$ cat config.mk
export PLATFORM = sky130hd
export DESIGN_NAME = sys_time_counters
export DESIGN_NICKNAME = d
export VERILOG_FILES = /design/src/rtl/sys_time_pkg.sv /design/src/rtl/stc_frac_tick.sv /design/src/rtl/stc_free_counter.sv /design/src/rtl/stc_channel.sv /design/src/rtl/stc_read_port.sv /design/src/rtl/sys_time_counters.sv
export SDC_FILE = /design/constraint.sdc
export NUM_CORES = 1
export LEC_CHECK = 0
export ABC_AREA = 1
export BUFFER_PORTS_ARGS = -buffer_cell sky130_fd_sc_hd__buf_2
export CAP_MARGIN = 20
export CORE_MARGIN = 3
export CORE_UTILIZATION = 45
export CTS_BUF_LIST = sky130_fd_sc_hd__clkbuf_4
export DETAILED_ROUTE_END_ITERATION = 12
export GPL_ROUTABILITY_DRIVEN = 0
export PLACE_DENSITY = 0.64
export SKIP_LAST_GASP = 1
export SLEW_MARGIN = 10
export SYNTH_ARGS = -nofsm -noshare
export SYNTH_HDL_FRONTEND = slang
export SYNTH_SLANG_ARGS = --single-unit
$ cat constraint.sdc
create_clock -name clk -period 2.6 [get_ports clk]
set_input_delay 0.26 -clock clk [delete_from_list [all_inputs] [get_ports clk]]
set_output_delay 0.26 -clock clk [all_outputs]
set_load 0.01 [all_outputs]
$ cat src/rtl/sys_time_pkg.sv
package sys_time_pkg;

    localparam int WORD_W = 32;

    // Byte offsets of the read windows
    localparam logic [31:0] OFS_TS_LO = 32'h0000_0000;
    localparam logic [31:0] OFS_TS_HI = 32'h0000_0004;
    localparam logic [31:0] OFS_USEC  = 32'h0000_0008;
    localparam logic [31:0] OFS_OSC   = 32'h0000_000C;

    typedef enum logic [2:0] {
        SEL_NONE,
        SEL_TS_LO,
        SEL_TS_HI,
        SEL_USEC,
        SEL_OSC
    } rd_sel_e;

    // Full-address match: unaligned or unknown offsets select nothing
    function automatic rd_sel_e decode_offset(input logic [31:0] ofs);
        rd_sel_e sel;
        case (ofs)
            OFS_TS_LO: sel = SEL_TS_LO;
            OFS_TS_HI: sel = SEL_TS_HI;
            OFS_USEC:  sel = SEL_USEC;
            OFS_OSC:   sel = SEL_OSC;
            default:   sel = SEL_NONE;
        endcase
        return sel;
    endfunction

endpackage

$ cat src/rtl/stc_frac_tick.sv
// Fractional prescaler: emits NUM ticks every DEN reference cycles, evenly spread.
// Requires 1 <= NUM <= DEN.
module stc_frac_tick #(
    parameter int NUM = 1,
    parameter int DEN = 1
) (
    input  logic clk,
    input  logic rst_n,
    output logic tick
);
    localparam int ACC_W = $clog2(2 * DEN + 1);
    localparam logic [ACC_W-1:0] NUM_V = ACC_W'(NUM);
    localparam logic [ACC_W-1:0] DEN_V = ACC_W'(DEN);

    typedef struct packed {
        logic [ACC_W-1:0] acc;
    } tick_st_t;

    tick_st_t st_d, st_q;
    logic [ACC_W-1:0] sum;

    always_comb begin
        st_d = st_q;
        sum  = st_q.acc + NUM_V;
        tick = (sum >= DEN_V);
        if (tick) begin
            st_d.acc = sum - DEN_V;
        end else begin
            st_d.acc = sum;
        end
    end

    always_ff @(posedge clk or negedge rst_n) begin
        if (!rst_n) begin
            st_q <= '0;
        end else begin
            st_q <= st_d;
        end
    end


    acc_bound_chk: assert property (@(posedge clk) disable iff (!rst_n)
        st_q.acc < DEN_V);

endmodule

$ cat src/rtl/stc_free_counter.sv
// Free-running up counter that wraps at its width.
module stc_free_counter #(
    parameter int W = 32
) (
    input  logic         clk,
    input  logic         rst_n,
    input  logic         inc,
    output logic [W-1:0] count
);
    localparam logic [W-1:0] ONE = W'(1);

    typedef struct packed {
        logic [W-1:0] cnt;
    } cnt_st_t;

    cnt_st_t st_d, st_q;

    always_comb begin
        st_d = st_q;
        if (inc) begin
            st_d.cnt = st_q.cnt + ONE;
        end
    end

    always_ff @(posedge clk or negedge rst_n) begin
        if (!rst_n) begin
            st_q <= '0;
        end else begin
            st_q <= st_d;
        end
    end

    assign count = st_q.cnt;


    cnt_step_chk: assert property (@(posedge clk) disable iff (!rst_n)
        (st_q.cnt == $past(st_q.cnt)) || (st_q.cnt == $past(st_q.cnt) + ONE));

endmodule

$ cat src/rtl/stc_channel.sv
// One time base: prescaler feeding a wrapping counter.
module stc_channel #(
    parameter int W   = 32,
    parameter int NUM = 1,
    parameter int DEN = 1
) (
    input  logic         clk,
    input  logic         rst_n,
    output logic [W-1:0] count
);
    logic tick;

    stc_frac_tick #(
        .NUM(NUM),
        .DEN(DEN)
    ) u_tick (
        .clk  (clk),
        .rst_n(rst_n),
        .tick (tick)
    );

    stc_free_counter #(
        .W(W)
    ) u_cnt (
        .clk  (clk),
        .rst_n(rst_n),
        .inc  (tick),
        .count(count)
    );

endmodule

$ cat src/rtl/stc_read_port.sv
// Registered read mux over the counter windows.
module stc_read_port
    import sys_time_pkg::*;
#(
    parameter int ADDR_W  = 12,
    parameter int TS_W    = 56,
    parameter int TS_LO_W = 32,
    parameter int US_W    = 32,
    parameter int OSC_W   = 32
) (
    input  logic                 clk,
    input  logic                 rst_n,
    input  logic [ADDR_W-1:0]    rd_addr,
    input  logic [TS_W-1:0]      ts_cnt,
    input  logic [US_W-1:0]      us_cnt,
    input  logic [OSC_W-1:0]     osc_cnt,
    output logic [WORD_W-1:0]    rd_data
);
    localparam int HI_W = TS_W - TS_LO_W;
    localparam logic [WORD_W-1:0] HI_MASK = WORD_W'((64'd1 << HI_W) - 64'd1);

    typedef struct packed {
        logic [WORD_W-1:0] data;
    } rd_st_t;

    rd_st_t st_d, st_q;
    rd_sel_e sel;
    logic [WORD_W-1:0] lo_word, hi_word, us_word, osc_word;

    always_comb begin
        lo_word  = WORD_W'(ts_cnt[TS_LO_W-1:0]);
        hi_word  = WORD_W'(ts_cnt[TS_W-1:TS_LO_W]);
        us_word  = WORD_W'(us_cnt);
        osc_word = WORD_W'(osc_cnt);
        sel      = decode_offset(WORD_W'(rd_addr));
        st_d     = st_q;
        case (sel)
            SEL_TS_LO: st_d.data = lo_word;
            SEL_TS_HI: st_d.data = hi_word;
            SEL_USEC:  st_d.data = us_word;
            SEL_OSC:   st_d.data = osc_word;
            default:   st_d.data = '0;
        endcase
    end

    always_ff @(posedge clk or negedge rst_n) begin
        if (!rst_n) begin
            st_q <= '0;
        end else begin
            st_q <= st_d;
        end
    end

    assign rd_data = st_q.data;


    unmapped_zero_chk: assert property (@(posedge clk) disable iff (!rst_n)
        (sel == SEL_NONE) |=> (rd_data == '0));


    hi_pad_zero_chk: assert property (@(posedge clk) disable iff (!rst_n)
        (sel == SEL_TS_HI) |=> ((rd_data & ~HI_MASK) == '0));

endmodule

$ cat src/rtl/sys_time_counters.sv
// Three free-running time bases with a registered read port.
// Constraints: TS_LO_W < TS_W, TS_W - TS_LO_W <= 32, US_W and OSC_W <= 32,
// 1 <= NUM <= DEN for each channel, ADDR_W between 4 and 32.
module sys_time_counters
    import sys_time_pkg::*;
#(
    parameter int ADDR_W  = 12,
    parameter int TS_W    = 56,
    parameter int TS_LO_W = 32,
    parameter int US_W    = 32,
    parameter int OSC_W   = 32,
    parameter int TS_NUM  = 5,
    parameter int TS_DEN  = 32,
    parameter int US_NUM  = 1,
    parameter int US_DEN  = 200,
    parameter int OSC_NUM = 24,
    parameter int OSC_DEN = 125
) (
    input  logic              clk,
    input  logic              rst_n,
    input  logic [ADDR_W-1:0] rd_addr,
    output logic [31:0]       rd_data
);
    logic [TS_W-1:0]  ts_cnt;
    logic [US_W-1:0]  us_cnt;
    logic [OSC_W-1:0] osc_cnt;

    stc_channel #(.W(TS_W), .NUM(TS_NUM), .DEN(TS_DEN)) u_ts (
        .clk  (clk),
        .rst_n(rst_n),
        .count(ts_cnt)
    );

    stc_channel #(.W(US_W), .NUM(US_NUM), .DEN(US_DEN)) u_us (
        .clk  (clk),
        .rst_n(rst_n),
        .count(us_cnt)
    );

    stc_channel #(.W(OSC_W), .NUM(OSC_NUM), .DEN(OSC_DEN)) u_osc (
        .clk  (clk),
        .rst_n(rst_n),
        .count(osc_cnt)
    );

    stc_read_port #(
        .ADDR_W (ADDR_W),
        .TS_W   (TS_W),
        .TS_LO_W(TS_LO_W),
        .US_W   (US_W),
        .OSC_W  (OSC_W)
    ) u_rd (
        .clk    (clk),
        .rst_n  (rst_n),
        .rd_addr(rd_addr),
        .ts_cnt (ts_cnt),
        .us_cnt (us_cnt),
        .osc_cnt(osc_cnt),
        .rd_data(rd_data)
    );


    read_latency_chk: assert property (@(posedge clk) disable iff (!rst_n)
        (rd_addr == ADDR_W'(OFS_OSC)) |=> (rd_data == WORD_W'($past(osc_cnt))));

endmodule

==> flow_summary.ini <==
[timing]
finalCriticalPeriod_ps = 2130
worst_clock_skew_ps = 32.7
final-hold-violation-count = 0
tightest_slew_ps = 543
final_report_setup_violation_count = 0
rsz_0062_raised_after_global_routing = no
relSlewSlack_pct = 63.8
max_freq_mhz = 469
post-route-period-util_pct = 82.0
timing_max_transition_violations_final = 0
timing.setup.tns_ps = 0

[clock_tree]
cts_resized = 0
clk-insertion-delay-late_ps = 600
cts_max_level = 4
cts_made_buffers = 17
clockRootBuffer = sky130_fd_sc_hd__clkbuf_4
clkSinkCount = 176
clock_path_buffers = 2
clkSlewWorstSetupHoldPaths_ps = 170
postCtsSetupRepairBufs = 0
cts_tree = built

[global_route]
grt_max_degree = 64
overflow = 0
grt.total_usage_pct = 25.6
global_route_wire_length_before_repair_um = 56900
number_of_antenna_violations_at_the_first_check_in_global_routing = 1
first_global_vias = 10492

[routing]
routed_wire_length_per_instance_um = 16.7
detail_route.wirelength.met1_um = 16000
route.top_layer_used = met4
met2_wire_length_um = 15400
antenna_violation_net_count_after_detailed_routing = 0
detailroute.wirelength.met3_um = 2570
iteration_count_of_the_initial_detailed_routing_pass = 6
routed_wirelength_um = 35300
dr_total_vias = 11340
drc = 0
post_drt_via_cell_ratio = 5.36
detail_route.iter0.violations = 1091

[setup_path]
critical_path_arrival_ps = 2670
setup.worst_path.end_class = flop
cp_cell_sequence = inv_1 -> ha_1 -> nor4_1 -> nand3_1 -> nand2_2 -> buf_4 -> nand2_1 -> o21ai_0
r2r-start = u_osc.u_tick.st_q[3]$_DFF_PN0_
timing.rr.end = u_osc.u_cnt.count[30]$_DFFE_PN0N_
cp_slowest_cell = sky130_fd_sc_hd__dfrtp_1
reg2reg_setup_slack_ps = 470
cp_max_fo = 23
timing.setup.critical_path_class = flop to flop
worstSetupStartpointType = flop
worst-r2r-cell-count = 8
slowest_delay_ps = 480
crit_required_ps = 3140

[synthesis]
yosys.cell_count.top_type = sky130_fd_sc_hd__nand2_1
synthDominantAreaCellType = sky130_fd_sc_hd__dfrtp_1
yosys.area_share.simple_pct = 44.1
post_synth.cell_area_avg_um2 = 6.64
yosysWarnings = 0
synth_adder_area_share_pct = 1.41
post-synth-top-area-fraction_pct = 38.2
synthesis.instances = 1739
synth-edff-count = 0
synth_area_um2 = 11500
synth.area.mux_share_pct = 0
synth_unique_cells = 35
synth_sequential_area_ratio_pct = 38.2
synth_area_leaders = sky130_fd_sc_hd__dfrtp_1 38%, sky130_fd_sc_hd__nand2_1 24%, sky130_fd_sc_hd__nor2_1 6.6%, sky130_fd_sc_hd__nand3_1 5.5%, sky130_fd_sc_hd__inv_1 4.8%
postSynth.topFlopCell = sky130_fd_sc_hd__dfrtp_1
synth_compound_gate_area_share_pct = 3.08
yosys.area_share.xor_xnor_pct = 5.16
synth_fp_nets = 1766
largest_family_of_logic_cells_by_synthesized_area = simple AND/OR/NAND/NOR gates
ys_ff_latch = 176
synthArstFlopShare_pct = 100
netlist_top_cells_count = 741 x sky130_fd_sc_hd__nand2_1, 204 x sky130_fd_sc_hd__nor2_1, 176 x sky130_fd_sc_hd__dfrtp_1, 149 x sky130_fd_sc_hd__inv_1, 128 x sky130_fd_sc_hd__nand3_1

[placed_design]
detailedPlacementHpwl_um = 26800
placed_cells = 2081
io_buffers = 45

[min_path]
whs_path_depth = 5
min_from = rd_addr[2]
min_delay_worst_endpoint = u_rd.rd_data[22]$_DFF_PN0_
worstHoldPathType = input pin to flop

[run]
count_of_maximum_capacitance_violations = 0

[final_layout]
filler_cell_count_in_the_final_layout = 2492
layout_overhead_on_the_synthesized_area_pct = 7.18
finalNetCount = 1804
stdcell_count = 2114
proportion_of_layout_cells_with_a_drive_suffix_above_1_pct = 7.10

[floorplan]
die_area_um2 = 27600
num_rows = 57
floorplan.initialDensity_pct = 46.6
coreArea_um2 = 24700
die_height_um = 166
ios = 46
die_w_um = 166

[power]
power.density_nw_per_um2 = 361
total_leakage_power_nw = 5.86
vdd.ir_drop.worst_v = 0.000266

[status]
status = finished clean
-- cell type report --
type / count / area [um^2] / share of cell area (%)
inverter: 152 / 571 / 4.61
sequential: 176 / 4400 / 35.6
multi-input combinational: 1359 / 6230 / 50.3
antenna: 1 / 2.50 / 0.0202
clock inverter: 14 / 154 / 1.24
timing repair buffer: 71 / 482 / 3.89
clock buffer: 17 / 128 / 1.03
tap: 324 / 405 / 3.28
-- cells in the final DEF, fill, tap and decap left out, types with 6 or more instances in the layout --
master and count:
sky130_fd_sc_hd__buf_2 44, sky130_fd_sc_hd__a21oi_1 8, sky130_fd_sc_hd__nor2_1 204, sky130_fd_sc_hd__nor3_1 27, sky130_fd_sc_hd__nand4_1 79, sky130_fd_sc_hd__dfrtp_1 176
sky130_fd_sc_hd__inv_1 149, sky130_fd_sc_hd__clkbuf_4 17, sky130_fd_sc_hd__ha_1 12, sky130_fd_sc_hd__xor2_1 57, sky130_fd_sc_hd__nand3_1 127, sky130_fd_sc_hd__xnor2_1 11
sky130_fd_sc_hd__nand3b_1 12, sky130_fd_sc_hd__o211ai_1 6, sky130_fd_sc_hd__nand2_2 7, sky130_fd_sc_hd__o21ai_0 41, sky130_fd_sc_hd__buf_4 21, sky130_fd_sc_hd__nand2_1 739
-- worst max-delay path, delay by kind of cell (launching register included) --
| family | cells | cell delay (ps) |
|---|---|---|
| compound gates | 1 | 90 |
| fa+ha+maj | 1 | 350 |
| buf+inv | 2 | 390 |
| flops | 1 | 480 |
| simple gates | 4 | 730 |
-- cells by family (layout without fill, tap and decap cells) --
| family | Yosys count | after routing |
|---|---|---|
| buf+inv | 204 | 254 |
| simple gates | 1213 | 1213 |
| other cells | 0 | 1 |
| flops | 176 | 176 |
| fa+ha+maj | 13 | 13 |
| xor+xnor | 68 | 68 |
| compound gates | 65 | 65 |
-- per-layer routing --
metal,up-vias,track usage [%]
met2,444,39.3
li1,5573,-
met4,0,9.19
met3,74,3.95
met1,5249,36.9
met5,-,0
-- how the worst max path moves through the flow --
stage	start	to	slack, ps	cells after the start
global route	u_osc.u_tick.st_q[3]$_DFF_PN0_	u_osc.u_cnt.count[11]$_DFFE_PN0N_	210	8
detailed placement	u_osc.u_tick.st_q[3]$_DFF_PN0_	u_osc.u_cnt.count[30]$_DFFE_PN0N_	450	7
CTS	u_osc.u_tick.st_q[3]$_DFF_PN0_	u_osc.u_cnt.count[30]$_DFFE_PN0N_	430	8
finish	u_osc.u_tick.st_q[3]$_DFF_PN0_	u_osc.u_cnt.count[30]$_DFFE_PN0N_	470	8
global placement	u_osc.u_tick.st_q[3]$_DFF_PN0_	u_osc.u_cnt.count[16]$_DFFE_PN0N_	530	7
floorplan	u_ts.u_tick.st_q[0]$_DFF_PN0_	u_ts.u_tick.st_q[6]$_DFF_PN0_	500	10
-- sequential cells by signal, indices dropped and copies added, names as in the netlist --
name / flops
u_osc.u_cnt.count: 32
u_osc.u_tick.st_q: 8
u_rd.rd_data: 32
u_ts.u_cnt.count: 56
u_ts.u_tick.st_q: 7
u_us.u_cnt.count: 32
u_us.u_tick.st_q: 9
-- per-stage QoR --
stage / hold WS [ps] / total power, mW / utilization [%] / area (um^2) / worst slack [ps]
final: 135 / 4.47 / 50.0 / 12400 / 468
after detailed placement: 289 / 2.89 / 48.8 / 12100 / 449
after global routing: 116 / 4.63 / 50.0 / 12400 / 211
after global placement: 289 / 2.89 / 48.8 / 12100 / 533
after floorplan: -35.6 / 2.80 / - / 11500 / 496
after CTS: 113 / 4.51 / 50.0 / 12400 / 427
-- report_power, final --
part | internal (mW) | switching [mW] | total, mW | leakage, nW
registers | 2.74 | 0.00000995 | 2.74 | 2.39
logic | 0.0196 | 0.0762 | 0.0958 | 3.32
clock network | 0.581 | 1.05 | 1.64 | 0.153
total | 3.34 | 1.13 | 4.47 | 5.86
-- repair_timing --
item	CTS	global route
hold buffers	1	0
endpoints found under the hold margin	58	0
setup endpoints to repair	0	0
(Power assumes the default switching activity.)
